[src/rtl/dmc_pkg.sv]
package dmc_pkg;
  typedef enum logic [2:0] {
    ST_IDLE,
    ST_COMPARE,
    ST_WRITEBACK,
    ST_REFILL,
    ST_RESPOND
  } ctrl_state_e;
endpackage

[src/rtl/dmc_lines.sv]
module dmc_lines #(
  parameter int LINES = 4,
  parameter int TAG_W = 1,
  parameter int WORD_W = 32,
  parameter int WORDS = 4,
  localparam int IDX_W = $clog2(LINES),
  localparam int SEL_W = $clog2(WORDS),
  localparam int BLK_W = WORD_W * WORDS
) (
  input  logic              clk,
  input  logic              rst_n,
  input  logic [IDX_W-1:0]  lk_idx,
  output logic              lk_valid,
  output logic              lk_dirty,
  output logic [TAG_W-1:0]  lk_tag,
  output logic [BLK_W-1:0]  lk_data,
  input  logic              fill_en,
  input  logic [TAG_W-1:0]  fill_tag,
  input  logic [BLK_W-1:0]  fill_data,
  input  logic              wr_en,
  input  logic [SEL_W-1:0]  wr_sel,
  input  logic [WORD_W-1:0] wr_data
);
  logic [LINES-1:0] valid_q;
  logic [LINES-1:0] dirty_q;
  logic [TAG_W-1:0] tag_q  [LINES];
  logic [BLK_W-1:0] data_q [LINES];

  assign lk_valid = valid_q[lk_idx];
  assign lk_dirty = dirty_q[lk_idx];
  assign lk_tag   = tag_q[lk_idx];
  assign lk_data  = data_q[lk_idx];

  always_ff @(posedge clk) begin
    if (!rst_n) begin
      valid_q <= '0;
      dirty_q <= '0;
      for (int i = 0; i < LINES; i++) tag_q[i] <= '0;
    end else if (fill_en) begin
      valid_q[lk_idx] <= 1'b1;
      dirty_q[lk_idx] <= 1'b0;
      tag_q[lk_idx]   <= fill_tag;
    end else if (wr_en) begin
      dirty_q[lk_idx] <= 1'b1;
    end
  end

  always_ff @(posedge clk) begin
    if (fill_en) data_q[lk_idx] <= fill_data;
    else if (wr_en) data_q[lk_idx][wr_sel*WORD_W +: WORD_W] <= wr_data;
  end

  AST_FILL_LEAVES_CLEAN: assert property (@(posedge clk) disable iff (!rst_n)
    fill_en |=> (valid_q[$past(lk_idx)] && !dirty_q[$past(lk_idx)]));
  AST_STORE_MARKS_DIRTY: assert property (@(posedge clk) disable iff (!rst_n)
    (wr_en && !fill_en) |=> dirty_q[$past(lk_idx)]);
endmodule

[src/rtl/dmc_ctrl.sv]
module dmc_ctrl
  import dmc_pkg::*;
#(
  parameter int ADDR_W = 7,
  parameter int WORD_W = 32,
  parameter int BLOCK_BYTES = 16,
  parameter int LINES = 4,
  localparam int WORDS = BLOCK_BYTES * 8 / WORD_W,
  localparam int BYTE_OFF = $clog2(WORD_W / 8),
  localparam int SEL_W = $clog2(WORDS),
  localparam int OFF_W = $clog2(BLOCK_BYTES),
  localparam int IDX_W = $clog2(LINES),
  localparam int TAG_W = ADDR_W - OFF_W - IDX_W,
  localparam int BN_W = ADDR_W - OFF_W,
  localparam int BLK_W = BLOCK_BYTES * 8
) (
  input  logic              clk,
  input  logic              rst_n,
  input  logic              cpu_req,
  input  logic              cpu_we,
  input  logic [ADDR_W-1:0] cpu_addr,
  input  logic [WORD_W-1:0] cpu_wdata,
  output logic [WORD_W-1:0] cpu_rdata,
  output logic              cpu_ready,
  output logic              cpu_stall,
  output logic              mem_req,
  output logic              mem_we,
  output logic [BN_W-1:0]   mem_blk,
  input  logic              mem_ack,
  output logic [IDX_W-1:0]  lk_idx,
  input  logic              lk_valid,
  input  logic              lk_dirty,
  input  logic [TAG_W-1:0]  lk_tag,
  input  logic [BLK_W-1:0]  lk_data,
  output logic              fill_en,
  output logic [TAG_W-1:0]  fill_tag,
  output logic              wr_en,
  output logic [SEL_W-1:0]  wr_sel,
  output logic [WORD_W-1:0] wr_data
);
  function automatic logic [TAG_W-1:0] addr_tag(input logic [ADDR_W-1:0] a);
    return a[ADDR_W-1 -: TAG_W];
  endfunction
  function automatic logic [IDX_W-1:0] addr_idx(input logic [ADDR_W-1:0] a);
    return a[OFF_W +: IDX_W];
  endfunction
  function automatic logic [SEL_W-1:0] addr_sel(input logic [ADDR_W-1:0] a);
    return a[BYTE_OFF +: SEL_W];
  endfunction
  function automatic logic [WORD_W-1:0] pick_word(input logic [BLK_W-1:0] b,
                                                  input logic [SEL_W-1:0] s);
    return b[s*WORD_W +: WORD_W];
  endfunction

  ctrl_state_e state_q, state_d;
  logic              req_we;
  logic [TAG_W-1:0]  req_tag;
  logic [IDX_W-1:0]  req_idx;
  logic [SEL_W-1:0]  req_sel;
  logic [WORD_W-1:0] req_wdata;
  logic [WORD_W-1:0] rdata_q;
  logic              unused_byte_bits;

  // named internal events
  logic tag_match, lookup_hit, lookup_miss, victim_dirty;

  assign unused_byte_bits = ^cpu_addr[BYTE_OFF-1:0];
  assign tag_match    = lk_valid && (lk_tag == req_tag);
  assign lookup_hit   = (state_q == ST_COMPARE) && tag_match;
  assign lookup_miss  = (state_q == ST_COMPARE) && !tag_match;
  assign victim_dirty = lk_valid && lk_dirty;

  always_comb begin
    state_d = state_q;
    case (state_q)
      ST_IDLE:      if (cpu_req) state_d = ST_COMPARE;
      ST_COMPARE:   if (tag_match) state_d = ST_RESPOND;
                    else if (victim_dirty) state_d = ST_WRITEBACK;
                    else state_d = ST_REFILL;
      ST_WRITEBACK: if (mem_ack) state_d = ST_REFILL;
      ST_REFILL:    if (mem_ack) state_d = ST_COMPARE;
      ST_RESPOND:   state_d = ST_IDLE;
      default:      state_d = ST_IDLE;
    endcase
  end

  always_ff @(posedge clk) begin
    if (!rst_n) begin
      state_q   <= ST_IDLE;
      req_we    <= 1'b0;
      req_tag   <= '0;
      req_idx   <= '0;
      req_sel   <= '0;
      req_wdata <= '0;
      rdata_q   <= '0;
    end else begin
      state_q <= state_d;
      if (state_q == ST_IDLE && cpu_req) begin
        req_we    <= cpu_we;
        req_tag   <= addr_tag(cpu_addr);
        req_idx   <= addr_idx(cpu_addr);
        req_sel   <= addr_sel(cpu_addr);
        req_wdata <= cpu_wdata;
      end
      if (lookup_hit) rdata_q <= req_we ? req_wdata : pick_word(lk_data, req_sel);
    end
  end

  assign lk_idx    = req_idx;
  assign fill_en   = (state_q == ST_REFILL) && mem_ack;
  assign fill_tag  = req_tag;
  assign wr_en     = lookup_hit && req_we;
  assign wr_sel    = req_sel;
  assign wr_data   = req_wdata;
  assign mem_req   = (state_q == ST_WRITEBACK) || (state_q == ST_REFILL);
  assign mem_we    = (state_q == ST_WRITEBACK);
  assign mem_blk   = (state_q == ST_WRITEBACK) ? {lk_tag, req_idx} : {req_tag, req_idx};
  assign cpu_ready = (state_q == ST_RESPOND);
  assign cpu_rdata = rdata_q;
  assign cpu_stall = mem_req;

  AST_HIT_THEN_READY: assert property (@(posedge clk) disable iff (!rst_n)
    lookup_hit |=> (cpu_ready && !mem_req));
  AST_REQ_HELD: assert property (@(posedge clk) disable iff (!rst_n)
    (mem_req && !mem_ack) |=> (mem_req && $stable(mem_we) && $stable(mem_blk)));
  AST_WB_ONLY_DIRTY: assert property (@(posedge clk) disable iff (!rst_n)
    $rose(mem_req && mem_we) |-> $past(lookup_miss && victim_dirty));
  AST_REFILL_AFTER_WB: assert property (@(posedge clk) disable iff (!rst_n)
    (mem_req && mem_we && mem_ack) |=> (mem_req && !mem_we));
  AST_CLEAN_NO_WB: assert property (@(posedge clk) disable iff (!rst_n)
    (lookup_miss && !victim_dirty) |=> (mem_req && !mem_we));
  AST_FILL_THEN_HIT: assert property (@(posedge clk) disable iff (!rst_n)
    fill_en |=> lookup_hit);
  AST_STALL_NOT_READY: assert property (@(posedge clk) disable iff (!rst_n)
    !(cpu_stall && cpu_ready));
endmodule

[src/rtl/dmc_top.sv]
module dmc_top #(
  parameter int ADDR_W = 7,
  parameter int WORD_W = 32,
  parameter int BLOCK_BYTES = 16,
  parameter int LINES = 4,
  localparam int WORDS = BLOCK_BYTES * 8 / WORD_W,
  localparam int SEL_W = $clog2(WORDS),
  localparam int OFF_W = $clog2(BLOCK_BYTES),
  localparam int IDX_W = $clog2(LINES),
  localparam int TAG_W = ADDR_W - OFF_W - IDX_W,
  localparam int BN_W = ADDR_W - OFF_W,
  localparam int BLK_W = BLOCK_BYTES * 8
) (
  input  logic              clk,
  input  logic              rst_n,
  input  logic              cpu_req,
  input  logic              cpu_we,
  input  logic [ADDR_W-1:0] cpu_addr,
  input  logic [WORD_W-1:0] cpu_wdata,
  output logic [WORD_W-1:0] cpu_rdata,
  output logic              cpu_ready,
  output logic              cpu_stall,
  output logic              mem_req,
  output logic              mem_we,
  output logic [BN_W-1:0]   mem_blk,
  output logic [BLK_W-1:0]  mem_wdata,
  input  logic [BLK_W-1:0]  mem_rdata,
  input  logic              mem_ack
);
  logic [IDX_W-1:0]  lk_idx;
  logic              lk_valid, lk_dirty;
  logic [TAG_W-1:0]  lk_tag;
  logic [BLK_W-1:0]  lk_data;
  logic              fill_en, wr_en;
  logic [TAG_W-1:0]  fill_tag;
  logic [SEL_W-1:0]  wr_sel;
  logic [WORD_W-1:0] wr_data;

  dmc_ctrl #(.ADDR_W(ADDR_W), .WORD_W(WORD_W), .BLOCK_BYTES(BLOCK_BYTES), .LINES(LINES)) u_ctrl (
    .clk, .rst_n, .cpu_req, .cpu_we, .cpu_addr, .cpu_wdata, .cpu_rdata, .cpu_ready, .cpu_stall,
    .mem_req, .mem_we, .mem_blk, .mem_ack,
    .lk_idx, .lk_valid, .lk_dirty, .lk_tag, .lk_data,
    .fill_en, .fill_tag, .wr_en, .wr_sel, .wr_data
  );

  dmc_lines #(.LINES(LINES), .TAG_W(TAG_W), .WORD_W(WORD_W), .WORDS(WORDS)) u_lines (
    .clk, .rst_n, .lk_idx, .lk_valid, .lk_dirty, .lk_tag, .lk_data,
    .fill_en, .fill_tag, .fill_data(mem_rdata),
    .wr_en, .wr_sel, .wr_data
  );

  assign mem_wdata = lk_data;
endmodule

[config.mk]
export PLATFORM = sky130hd
export DESIGN_NAME = dmc_top
export DESIGN_NICKNAME = d
export VERILOG_FILES = /design/src/rtl/dmc_pkg.sv /design/src/rtl/dmc_lines.sv /design/src/rtl/dmc_ctrl.sv /design/src/rtl/dmc_top.sv
export SDC_FILE = /design/constraint.sdc
export NUM_CORES = 1
export LEC_CHECK = 0
export BUFFER_PORTS_ARGS = -buffer_cell sky130_fd_sc_hd__buf_2
export CAP_MARGIN = 15
export CORE_ASPECT_RATIO = 0.9
export CORE_MARGIN = 1.5
export CORE_UTILIZATION = 58
export CTS_CLUSTER_SIZE = 30
export DETAILED_ROUTE_END_ITERATION = 12
export PLACE_DENSITY = 0.82
export REMOVE_ABC_BUFFERS = 1
export SYNTH_ARGS = -nofsm -noshare
export SYNTH_HDL_FRONTEND = slang
export SYNTH_SLANG_ARGS = --single-unit
[constraint.sdc]
create_clock -name clk -period 5 [get_ports clk]
set_clock_uncertainty 0.2 [all_clocks]
set_input_delay 0.5 -clock clk [delete_from_list [all_inputs] [get_ports clk]]
set_output_delay 0.5 -clock clk [all_outputs]
set_load 0.03 [all_outputs]
=== After elaboration in Yosys (flattened, before gate mapping) ===
Memories as Yosys holds them, arrays and structs flattened. A register that Yosys moved wholly into a read port is not among the register bits.
Index checks and enable logic that the tools add are counted.

* Reduce and logical (&&, ||, !) cells: 12
* Bitwise gates (word level): 132
* Order comparisons: 2
* Muxes and demuxes: 159
* $add $sub $neg: 1
* Eq/ne operators: 8
* Shift-type cells: 3

{| class="wikitable"
|+ Operator list
! cell !! number
|-
| $mux W1 || 141
|-
| $mux W128 || 1
|-
| $or A1 B1 Y1 || 128
|-
| $shift A32 B34 Y128 const A || 1
|-
| $shiftx A128 B8 Y32 || 1
|-
| $shiftx A32 B34 Y128 || 1
|-
| $neg A7 Y34 || 1
|-
| $mux W32 || 1
|-
| $mux W3 || 5
|-
| $pmux W3 S4 || 1
|-
| $mux W2 || 5
|-
| $mux W4 || 2
|-
| $or A4 B4 Y4 || 2
|-
| $logic_and A1 B1 Y1 || 7
|-
| $eq A3 B2 Y1 const B || 2
|-
| $and A4 B4 Y4 || 1
|-
| $bmux W1 S2 || 2
|-
| $ne A2 B2 Y1 const B || 2
|-
| $not A4 Y4 || 1
|-
| $eq A3 B1 Y1 const B || 1
|-
| $eq A3 B3 Y1 const B || 1
|-
| $logic_not A3 Y1 || 1
|-
| $lt A2 B3 Y1 const B || 1
|-
| $reduce_and A3 Y1 || 1
|-
| other kinds (7) || 7
|}

* Memories kept: 2
* Logic and storage cells: 328
* Bits of input ports: 172
* Register bits: 81
* Output and inout bits: 167
* RAM bits: 516

{| class="wikitable"
|+ Memory list
! memory !! words !! width !! rd ports !! clocked after memory_dff !! wr ports !! RTL line !! RTL
|-
| u_lines.data_q || 4 || 128 || 1 || 1 || 1 || dmc_lines.sv:27 || <nowiki>logic [BLK_W-1:0] data_q [LINES];</nowiki>
|-
| u_lines.tag_q || 4 || 1 || 1 || 1 || 4 || dmc_lines.sv:26 || <nowiki>logic [TAG_W-1:0] tag_q [LINES];</nowiki>
|}

=== Depth between registers and ports, before layout ===
Gate-level depths: netlist of run 1.

* Depth in word-level cells: 9
* Gate-level depth with buffers: 9
* Mapped depth without buffers: 6

=== By module ===
From an unflattened synthesis of run 1, not the netlist that was laid out.

* Cells, all modules: 1508
* Area, all modules: 25502.0 sq um

{| class="wikitable"
|+ By module, submodules not included
! module !! cells each !! sequential area each (sq um) !! area each (sq um) !! instances
|-
| dmc_lines || 1089 || 15625.0 || 21440.6 || 1
|-
| dmc_ctrl || 419 || 1461.4 || 4061.4 || 1
|}

=== Least setup slack after synthesis of run 1 ===
No wires, ideal clock.

* Path type: reg2reg
* From: register u_ctrl.req_idx[1], in the netlist u_ctrl.lk_idx[1]
* To: memory u_lines.data_q[0][0] (netlist bit), enable pin
* Cell stages (with the launch flop): 8
* Required time: 4368 ps
* Period minus slack after synthesis: 3964 ps
* Buffers on the path: 3
* Data arrival time: 3333 ps
* Library setup time: 432 ps
* Setup slack: 1036 ps
* Cell sequence: dfxtp_1 clkbuf_1 and3b_1 a22o_1 buf_2 buf_1 nand4_1 a21oi_1

* Longest elaborated chain between the ends: 9

{| class="wikitable"
|+ Ends and longest elaborated chain
! element !! RTL line !! RTL
|-
| start, declared || dmc_ctrl.sv:58 || <nowiki>logic [IDX_W-1:0] req_idx;</nowiki>
|-
| start signal, assigned || dmc_ctrl.sv:101 || <nowiki>req_idx <= addr_idx(cpu_addr);</nowiki>
|-
| $bmux W1 S2 || dmc_lines.sv:29 || <nowiki>assign lk_valid = valid_q[lk_idx];</nowiki>
|-
| $mux W1 (not written as such) || dmc_lines.sv:29 ||
|-
| $logic_and A1 B1 Y1 || dmc_ctrl.sv:68 || <nowiki>assign tag_match = lk_valid && (lk_tag == req_tag);</nowiki>
|-
| $logic_and A1 B1 Y1 || dmc_ctrl.sv:69 || <nowiki>assign lookup_hit = (state_q == ST_COMPARE) && tag_match;</nowiki>
|-
| $logic_and A1 B1 Y1 || dmc_ctrl.sv:112 || <nowiki>assign wr_en = lookup_hit && req_we;</nowiki>
|-
| $mux W1 || dmc_lines.sv:50 || <nowiki>else if (wr_en) data_q[lk_idx][wr_sel*WORD_W +: WORD_W] <= wr_data;</nowiki>
|-
| $mux W1 || dmc_lines.sv:49 || <nowiki>if (fill_en) data_q[lk_idx] <= fill_data;</nowiki>
|-
| $mux W128 (not written as such) || dmc_lines.sv:50 ||
|-
| $or A1 B1 Y1 (no line) || -- ||
|-
| end, declared || dmc_lines.sv:27 ||
|}

Several ways; a longest one is shown, not always the timed one. The select of a mux whose other input is x is not followed.

==> results of run 1 <==
registers in the layout, indices dropped and copies added, names as in the netlist, named ones only:
register	count
u_lines.data_q	512
u_ctrl.cpu_rdata	32
u_ctrl.wr_data	32
u_lines.tag_q	4
u_lines.valid_q	4
u_ctrl.state_q	3
u_ctrl.lk_idx	2
u_ctrl.wr_sel	2
u_ctrl.fill_tag	1
u_ctrl.req_we	1
power groups by stage:
| stage | Combinational (mW) | Clock [mW] | Sequential (mW) |
|---|---|---|---|
| after floorplan | 0.948 | 0 | 5.73 |
| after global routing | 1.54 | 4.62 | 5.57 |
| final | 1.47 | 4.42 | 5.57 |
| after CTS | 1.44 | 4.43 | 5.57 |
| after global placement | 1.38 | 0 | 5.67 |
| after detailed placement | 1.41 | 0 | 5.68 |
Yosys cell counts, drive strengths merged:
cell | n | area share
edfxtp | 513 | 0.57
mux2i | 510 | 0.19
nand2 | 242 | 0.033
inv | 131 | 0.018
a22oi | 96 | 0.027
clkbuf | 91 | 0.013
a21oi | 89 | 0.016
dfxtp | 86 | 0.063
buf | 65 | 0.017
nand3 | 34 | 0.0063
a311oi | 32 | 0.010
a31oi | 32 | 0.0074
a32oi | 32 | 0.010
nor2 | 23 | 0.0032
and2 | 6 | 0.0014
mux2 | 6 | 0.0025
nor3 | 6 | 0.0011
o21ai | 6 | 0.0011
ha | 5 | 0.0023
nor2b | 5 | 0.0012
a41oi | 4 | 0.0013
and4 | 4 | 0.0013
nand4 | 4 | 0.00092
and3 | 3 | 0.00069
nor3b | 3 | 0.00083
mux4 | 2 | 0.0017
nand2b | 2 | 0.00046
or2 | 2 | 0.00046
a21boi | 1 | 0.00028
a22o | 1 | 0.00032
a41o | 1 | 0.00037
and3b | 1 | 0.00032
nand4b | 1 | 0.00032
o2111a | 1 | 0.00041
o211a | 1 | 0.00037
xnor2 | 1 | 0.00032
logic make-up after synthesis:
logic type | Yosys count | share of synthesized area
AOI/OAI and AO/OA | 296 | 0.0751
muxes | 518 | 0.192
buffers and inverters | 287 | 0.0474
and+or+nand+nor | 336 | 0.0518
xor gates and xnor gates | 1 | 0.000323
adders and majority gates | 5 | 0.00230
DFF | 599 | 0.631
repair_timing:
| item | 4_1_cts | 5_1_grt |
|---|---|---|
| hold buffers | 39 | 0 |
| endpoints found under the hold margin | 41 | 0 |
| gates resized for setup | 0 | 0 |
final cells by class:
class | instances | area (um2)
clock buffer | 73 | 1590
clock inverter | 35 | 330
multi-input combinational | 1156 | 8980
timing repair buffer | 428 | 2520
tap | 616 | 771
sequential | 599 | 17100
fill | 3241 | 14600
inverter | 131 | 492
metal layers:
metal	track usage	routed length [um]
met1	0.429	29400
met2	0.542	38700
met3	0.0787	9270
met4	0.150	3750
met5	0	0
stage by stage:
step | worst slack, ps | hold slack, ps | std cells | cell area (um2) | setup TNS [ps]
2_1_floorplan | -9040 | 233 | 1886 | 26400 | -9993980
3_3_place_gp | 1390 | 248 | 2890 | 29500 | 0
3_5_place_dp | 1330 | 265 | 2890 | 29500 | 0
4_1_cts | 653 | 47.0 | 3037 | 31800 | 0
5_1_grt | 441 | 73.7 | 3038 | 31800 | 0
6_report | 551 | 63.0 | 3038 | 31800 | 0
critical path: stages, from the launching register on:
cell and delay, ps:
dfxtp_4 360, buf_4 720, buf_4 1010, mux2i_1 250
mux2i_1 410, buf_2 280
worst paths after layout:
path               startpoint                   end  slack, ps  cells past startpoint
max reg2reg          register  u_ctrl.cpu_rdata[30]       1240                      6
min                   mem_ack     u_ctrl.state_q[1]         60                      3
max                  register         mem_wdata[53]        550                      5
min reg2reg  u_lines.tag_q[2]      u_lines.tag_q[2]        280                      2
==> flow_metrics.env, run 1 <==
export IMPL_end_kind="output port"
export IMPL_nets=2551
export IMPL_layout_commonest_cell="edfxtp_1"
export IMPL_tightestPinTransition_ps=1400
export IMPL_p_clk_frac=0.386
export IMPL_cellPowerDensity_nw_per_um2=360
export IMPL_vias=19165
export IMPL_cts_tree="done"
export IMPL_cts_made_buffers=58
export IMPL_required_ps=4300
export IMPL_clkLatencyLatePin_ps=630
export IMPL_die_width_um=231
export IMPL_final_cell_mix="513 x edfxtp_1, 510 x mux2i_1, 336 x buf_2"
export IMPL_die_area_um2=48100
export IMPL_io_pins=339
export IMPL_drtAntennaViolNets=0
export IMPL_syn_avg_cell_area_um2=13.3
export IMPL_initial_core_util=0.584
export IMPL_n_antenna_cell=0
export IMPL_fp_dieH_um=208
export IMPL_syn_inst=2042
export IMPL_postRouteWirelength_mm=81.1
export IMPL_p_sw_mw=2.95
export IMPL_vias_per_cell=6.31
export IMPL_final_core_util=0.685
export IMPL_startpoint_type="register"
export IMPL_drtIter0Drc=1911
export IMPL_yosysSeqAreaShare=0.631
export IMPL_ys_types=42
export IMPL_max_cap_viol_count=0
export IMPL_clockBufferDepth=3
export IMPL_grt_overflow_total=0
export IMPL_setup_viol=0
export IMPL_final_hold_violation_count=0
export IMPL_finalMaxSlewViolations=0
export IMPL_syn_area_um2=27100
export IMPL_worst_setup_path_type="register to output port"
export IMPL_grt_use_total=0.334
export IMPL_ys_warn_count=0
export IMPL_min_period_ps=4450
export IMPL_p_seq_frac=0.486
export IMPL_place_congestion=0.964
export IMPL_hpwl_mm=50.6
export IMPL_ir_worst_vdd_mv=0.253
export IMPL_power_mw=11.5
export IMPL_p_sw_frac=0.258
export IMPL_rows=75
export IMPL_core_area_um2=46500
export IMPL_pwr_share_comb=0.128
export IMPL_remaining_drc_errors=0
export IMPL_cts_setup_buffers=0
export IMPL_max_freq_ghz=0.225
export IMPL_first_pass_iters=5
export IMPL_arrival_ps=3750
export IMPL_wl_per_cell_um=26.7
export IMPL_grt_max_degree=139
export IMPL_crit_fanout=68
export IMPL_grt_first_pass_wirelength_mm=117
export IMPL_antenna_found_initial=0
export IMPL_drive_gt1_frac=0.216
export IMPL_grt_pass1_vias=18897
export IMPL_cts_num_sinks=599
export IMPL_holdCritPathClass="primary input to register"
export IMPL_fin_crit_sh=0.890
export IMPL_grt_setup_unrepaired="no"
export IMPL_status="finished clean"
export IMPL_path_clk_slew_ps=60
export IMPL_io_buffers=336
export IMPL_htreeDepth=2
export IMPL_ys_seq_elements=599
export IMPL_p_leak_nw=10.7
export IMPL_intPower_mw=8.51
export IMPL_root_buffer="clkbuf_16"
export IMPL_area_delta_synth_final_pct=17.2
export IMPL_worst_slew_margin_rel=0.0649
Power figures use the tool's default switching activity.
==> run 2, diff against run 1 <==
--- a/config.mk
+++ b/config.mk
@@ -9,10 +9,11 @@
 export CAP_MARGIN = 15
 export CORE_ASPECT_RATIO = 0.9
 export CORE_MARGIN = 1.5
-export CORE_UTILIZATION = 58
+export CORE_UTILIZATION = 60
+export CTS_BUF_LIST = sky130_fd_sc_hd__clkbuf_8
 export CTS_CLUSTER_SIZE = 30
 export DETAILED_ROUTE_END_ITERATION = 12
-export PLACE_DENSITY = 0.82
+export PLACE_DENSITY = 0.84
 export REMOVE_ABC_BUFFERS = 1
 export SYNTH_ARGS = -nofsm -noshare
 export SYNTH_HDL_FRONTEND = slang
==> flow_metrics.env, run 2 (synthesis results as in run 1) <==
export IMPL_status="finished clean"
export IMPL_root_buffer="clkbuf_8"
export IMPL_p_seq_frac=0.515
export IMPL_path_clk_slew_ps=60
export IMPL_p_sw_mw=2.90
export IMPL_required_ps=4300
export IMPL_drtIter0Drc=2092
export IMPL_grt_overflow_total=0
export IMPL_routed_wl_met2_mm=37.7
export IMPL_core_area_um2=44400
export IMPL_grt_use_total=0.338
export IMPL_wl_per_cell_um=25.7
export IMPL_io_buffers=336
export IMPL_largest_reg_flops=512
export IMPL_clockBufferDepth=3
export IMPL_die_width_um=227
export IMPL_timing_hold_ws_ps=55.1
export IMPL_max_freq_ghz=0.232
export IMPL_grt_setup_unrepaired="no"
export IMPL_tightestPinTransition_ps=1130
export IMPL_antenna_found_initial=0
export IMPL_fin_crit_sh=0.863
export IMPL_grt_first_pass_wirelength_mm=114
export IMPL_vias_per_cell=6.21
export IMPL_route_met3_wl_mm=8.20
export IMPL_final_hold_violation_count=0
export IMPL_largest_register="u_lines.data_q"
export IMPL_rows=73
export IMPL_grt_max_degree=130
export IMPL_worst_setup_path_type="register to output port"
export IMPL_layout_commonest_cell="edfxtp_1"
export IMPL_worst_slew_margin_rel=0.249
export IMPL_clkLatencyLatePin_ps=670
export IMPL_io_pins=339
export IMPL_reg2reg_slack_ps=1410
export IMPL_cts_num_sinks=599
export IMPL_r2r_cells=6
export IMPL_endpoint="mem_wdata[77]"
export IMPL_remaining_drc_errors=0
export IMPL_crit_fanout=129
export IMPL_initial_core_util=0.612
export IMPL_cts_made_buffers=93
export IMPL_min_period_ps=4320
export IMPL_arrival_ps=3620
export IMPL_p_sw_frac=0.268
export IMPL_n_antenna_cell=0
export IMPL_p_leak_nw=10.7
export IMPL_vias=19115
export IMPL_ir_worst_vdd_mv=0.210
export IMPL_final_fill_count=3086
export IMPL_grt_pass1_vias=18966
export IMPL_holdCritPathClass="primary input to register"
export IMPL_nets=2583
export IMPL_setup_viol=0
export IMPL_drive_gt1_frac=0.217
export IMPL_drtAntennaViolNets=0
export IMPL_cts_tree="done"
export IMPL_finalMaxSlewViolations=0
export IMPL_fin_tns_setup_ps=0
export IMPL_pwr_share_comb=0.133
export IMPL_wl_met1_mm=29.4
export IMPL_htreeDepth=3
export IMPL_p_clk_frac=0.352
export IMPL_intPower_mw=7.93
export IMPL_end_kind="output port"
export IMPL_place_congestion=0.933
export IMPL_dr_max_layer_used="met4"
export IMPL_die_area_um2=46500
export IMPL_final_cell_mix="513 x edfxtp_1, 510 x mux2i_1, 336 x buf_2"
export IMPL_hpwl_mm=50.1
export IMPL_max_cap_viol_count=0
export IMPL_fin_area_um2=31600
export IMPL_cellPowerDensity_nw_per_um2=343
export IMPL_postRouteWirelength_mm=79.2
export IMPL_reg2reg_to="u_lines.data_q[2][39]"
export IMPL_fp_dieH_um=205
export IMPL_place_area_um2=29400
export IMPL_cts_resized=0
export IMPL_startpoint_type="register"
export IMPL_area_delta_synth_final_pct=16.2
export IMPL_first_pass_iters=5
run 2: cell types whose count changed in the layout (fill, tap and decap cells not counted), moves of 2 or more:
cell / previous run / this run
clkbuf_16: 59 / 0
clkinv_1: 9 / 15
buf_12: 4 / 2
clkinv_2: 15 / 5
inv_1: 130 / 173
clkbuf_8: 6 / 103
bufinv_16: 6 / 2
clkbuf_1: 8 / 0
clkinvlp_4: 2 / 0
clkinv_4: 2 / 0
buf_4: 49 / 47
run 2: worst max-delay path: stages, from the launching register on:
cell and delay [ps]:
dfxtp_4 370, buf_12 530, buf_12 690, mux2i_1 230, mux2i_1 340, buf_2 280
run 2: metal layers:
metal | vias up | track usage
li1 | 8355 | -
met1 | 9361 | 0.432
met2 | 1200 | 0.547
met3 | 199 | 0.0800
met4 | 0 | 0.162
met5 | - | 0
run 2: power by group through the flow:
| stage | Combinational [mW] | Clock, mW | Sequential (mW) |
|---|---|---|---|
| floorplan | 0.948 | 0 | 5.73 |
| global placement | 1.37 | 0 | 5.68 |
| detailed placement | 1.39 | 0 | 5.68 |
| CTS | 1.42 | 3.82 | 5.57 |
| global route | 1.51 | 4.04 | 5.58 |
| finish | 1.44 | 3.81 | 5.58 |
run 2: worst min path at each step:
stage,start,to,slack (ps),cells past startpoint
floorplan,u_lines.valid_q[2],u_lines.valid_q[2],230,2
global placement,u_lines.valid_q[2],u_lines.valid_q[2],240,2
detailed placement,u_lines.valid_q[2],u_lines.valid_q[2],260,2
CTS,mem_rdata[0],u_lines.data_q[1][0],10,3
global route,mem_rdata[65],u_lines.data_q[0][65],40,3
finish,mem_rdata[65],u_lines.data_q[2][65],60,3
run 2: timing repair:
item,in CTS,in global routing
hold buffers,40,0
endpoints found under the hold margin,44,0
buffers inserted,0,0
endpoints found under the setup margin,0,0
run 2: metrics by stage:
stage                     std cells  power (mW)  worst slack, ps   util
after global placement         2871        7.04             1570  0.663
after detailed placement       2871        7.07             1470  0.663
final                          3079        10.8              684  0.711
after global routing           3079        11.1              684  0.711
after floorplan                1886        6.67            -9040      -
after CTS                      3079        10.8              829  0.711
run 2: final cells by class:
class / instances / area [um2] / share of cell area
flip-flops and latches: 599 / 17100 / 0.543
multi-input cells: 1156 / 8980 / 0.285
repair buffers: 425 / 2470 / 0.0784
clock buffers: 103 / 1420 / 0.0449
well taps: 600 / 751 / 0.0238
inverters: 131 / 492 / 0.0156
clock inverters: 65 / 303 / 0.00960
==> run 3, diff against run 2 <==
--- a/config.mk
+++ b/config.mk
@@ -13,8 +13,9 @@
 export CTS_BUF_LIST = sky130_fd_sc_hd__clkbuf_8
 export CTS_CLUSTER_SIZE = 30
 export DETAILED_ROUTE_END_ITERATION = 12
-export PLACE_DENSITY = 0.84
+export PLACE_DENSITY = 0.85
 export REMOVE_ABC_BUFFERS = 1
 export SYNTH_ARGS = -nofsm -noshare
 export SYNTH_HDL_FRONTEND = slang
+export SYNTH_HIERARCHICAL = 1
 export SYNTH_SLANG_ARGS = --single-unit
==> flow_metrics.env, run 3 <==
export IMPL_antenna_found_initial=0
export IMPL_max_freq_ghz=0.235
export IMPL_syn_avg_cell_area_um2=16.9
export IMPL_drive_gt1_frac=0.396
export IMPL_rows=71
export IMPL_grt_overflow_total=0
export IMPL_syn_area_um2=25500
export IMPL_cts_tree="done"
export IMPL_p_leak_nw=10.7
export IMPL_power_mw=10.7
export IMPL_grt_use_total=0.371
export IMPL_reg2reg_slack_ps=1040
export IMPL_postRouteWirelength_mm=80.2
export IMPL_n_antenna_cell=0
export IMPL_synthXorXnorAreaFrac=0.000638
export IMPL_core_area_um2=41800
export IMPL_required_ps=4300
export IMPL_grt_max_degree=101
export IMPL_layout_commonest_cell="edfxtp_1"
export IMPL_cts_made_buffers=91
export IMPL_wl_per_cell_um=31.3
export IMPL_startpoint_type="register"
export IMPL_place_congestion=0.834
export IMPL_grt_pass1_vias=17683
export IMPL_drtAntennaViolNets=0
export IMPL_end_kind="output port"
export IMPL_die_area_um2=43800
export IMPL_largest_register="u_lines/data_q"
export IMPL_seq_area_um2=17100
export IMPL_tightestPinTransition_ps=1240
export IMPL_synth_top_family_by_area="multiplexers"
export IMPL_fp_dieH_um=199
export IMPL_synth_compound_area_frac=0.103
export IMPL_htreeDepth=3
export IMPL_remaining_drc_errors=0
export IMPL_synth_common_cells="513 x edfxtp_1, 151 x nand2_1, 131 x mux4_2"
export IMPL_max_cap_viol_count=0
export IMPL_cts_setup_buffers=0
export IMPL_multi_input_area_um2=7650
export IMPL_crit_slowest_cell="buf_4"
export IMPL_io_pins=339
export IMPL_final_core_util=0.729
export IMPL_cts_resized=0
export IMPL_async_reset_ff_frac=0
export IMPL_p_sw_mw=2.83
export IMPL_die_width_um=220
export IMPL_pwr_share_comb=0.127
export IMPL_grt_first_pass_wirelength_mm=114
export IMPL_drtIter0Drc=2912
export IMPL_final_cell_mix="513 x edfxtp_1, 336 x buf_2, 151 x nand2_1"
export IMPL_vias_per_cell=6.89
export IMPL_synth_enable_flop_cells=513
export IMPL_synth_area_mux_share=0.148
export IMPL_cts_num_sinks=597
export IMPL_final_hold_violation_count=0
export IMPL_setup_viol=0
export IMPL_p_seq_frac=0.517
export IMPL_ys_types=51
export IMPL_holdCritPathClass="primary input to register"
export IMPL_io_buffers=336
export IMPL_grt_setup_unrepaired="no"
export IMPL_path_clk_slew_ps=70
export IMPL_crit_fanout=100
export IMPL_synthSimpleGateAreaFrac=0.0387
export IMPL_initial_core_util=0.609
export IMPL_yosysSeqAreaShare=0.670
export IMPL_synth_area_top_cells="edfxtp_1 60%, mux4_2 12%, dfxtp_1 6.6%, a32o_1 2.3%, nand2_1 2.2%"
export IMPL_ys_warn_count=6
export IMPL_min_period_ps=4260
export IMPL_synth_most_common_cell="edfxtp_1"
export IMPL_synth_fa_ha_area_frac=0.00245
export IMPL_clkLatencyLatePin_ps=690
export IMPL_nets=2117
export IMPL_fin_tns_setup_ps=0
export IMPL_p_clk_frac=0.357
export IMPL_p_sw_frac=0.263
export IMPL_intPower_mw=7.92
export IMPL_synth_top_cell_area_share=0.604
export IMPL_ir_worst_vdd_mv=0.289
export IMPL_path_cells="buf_12 > buf_4 > mux4_2 > buf_2"
export IMPL_yosysTopAreaCell="edfxtp_1"
export IMPL_clockBufferDepth=3
export IMPL_root_buffer="clkbuf_8"
export IMPL_synth_ff_type="edfxtp_1"
export IMPL_cellPowerDensity_nw_per_um2=352
export IMPL_finalMaxSlewViolations=0
export IMPL_ys_seq_elements=597
export IMPL_largest_reg_flops=512
export IMPL_max_stage_delay_ps=780
export IMPL_arrival_ps=3560
export IMPL_fin_crit_sh=0.852
export IMPL_vias=17647
export IMPL_status="finished clean"
export IMPL_hpwl_mm=47.2
export IMPL_area_delta_synth_final_pct=19.6
export IMPL_worst_slew_margin_rel=0.177
export IMPL_first_pass_iters=6
export IMPL_final_fill_count=2412
export IMPL_worst_setup_path_type="register to output port"
export IMPL_syn_inst=1508
-- run 3: cell types whose count changed after synthesis, sizes merged, moves of 32 or more --
cell / previous run / this run
a222oi: 0 / 32
a22oi: 96 / 0
nand2: 242 / 151
nand3: 34 / 1
mux2i: 510 / 3
inv: 131 / 78
mux2: 6 / 65
a32oi: 32 / 0
mux4: 2 / 131
o32ai: 0 / 70
a211oi: 0 / 33
a32o: 0 / 59
a311oi: 32 / 0
-- run 3: path summary, 6_finish.rpt --
path	startpoint	to	depth (start not counted)
setup / recovery	u_ctrl/lk_idx[0]	mem_wdata[17]	4
hold / removal	mem_rdata[81]	u_lines/data_q[0][81]	3
setup reg to reg	u_ctrl/lk_idx[0]	u_lines/data_q[3][24]	6
hold reg to reg	u_lines/valid_q[2]	u_lines/valid_q[2]	2
-- run 3: timing repair --
item                                    in CTS  in global routing
hold buffers                                90                  0
endpoints found under the hold margin      235                  0
endpoints found under the setup margin       0                  0
-- run 3: logic make-up after synthesis --
family	after synthesis
flops	597
simple gates	215
buf+inv	212
mux	199
compound gates	279
fa+ha+maj	5
xor+xnor	1
-- run 3: worst max-delay path: cells and delay by family (launching register included) --
family,cells,cell delay [ps]
buffers and inverters,3,1610
muxes,1,670
DFF,1,440
-- run 3: power groups by stage --
| stage | registers (mW) | clock network (mW) | logic [mW] |
|---|---|---|---|
| floorplan | 5.69 | 0 | 0.772 |
| global route | 5.55 | 4.08 | 1.41 |
| finish | 5.55 | 3.83 | 1.36 |
| CTS | 5.55 | 3.85 | 1.33 |
| detailed placement | 5.65 | 0 | 1.27 |
| global placement | 5.65 | 0 | 1.24 |
-- run 3: area by class of cell --
type | instances | share of cell area
sequential | 597 | 0.561
clock buffer | 104 | 0.0469
inverter | 78 | 0.00964
tap | 547 | 0.0224
multi-input combinational | 699 | 0.251
timing repair buffer | 473 | 0.100
clock inverter | 63 | 0.00964
-- run 3: metrics by stage --
stage	std cells	area (um2)	hold WS, ps	setup slack, ps
after CTS	2559	30500	0.699	720
after floorplan	1374	24800	222	-7630
after detailed placement	2302	27800	244	1000
after global placement	2299	27800	231	1040
final	2561	30500	41.0	738
after global routing	2561	30500	15.3	506
-- run 3: layer usage --
| metal | track usage | vias up | part of all wire |
|---|---|---|---|
| met5 | 0 | - | 0 |
| met4 | 0.180 | 0 | 0.050 |
| met3 | 0.104 | 311 | 0.15 |
| met2 | 0.565 | 1675 | 0.46 |
| met1 | 0.498 | 8674 | 0.34 |
| li1 | - | 6987 | - |
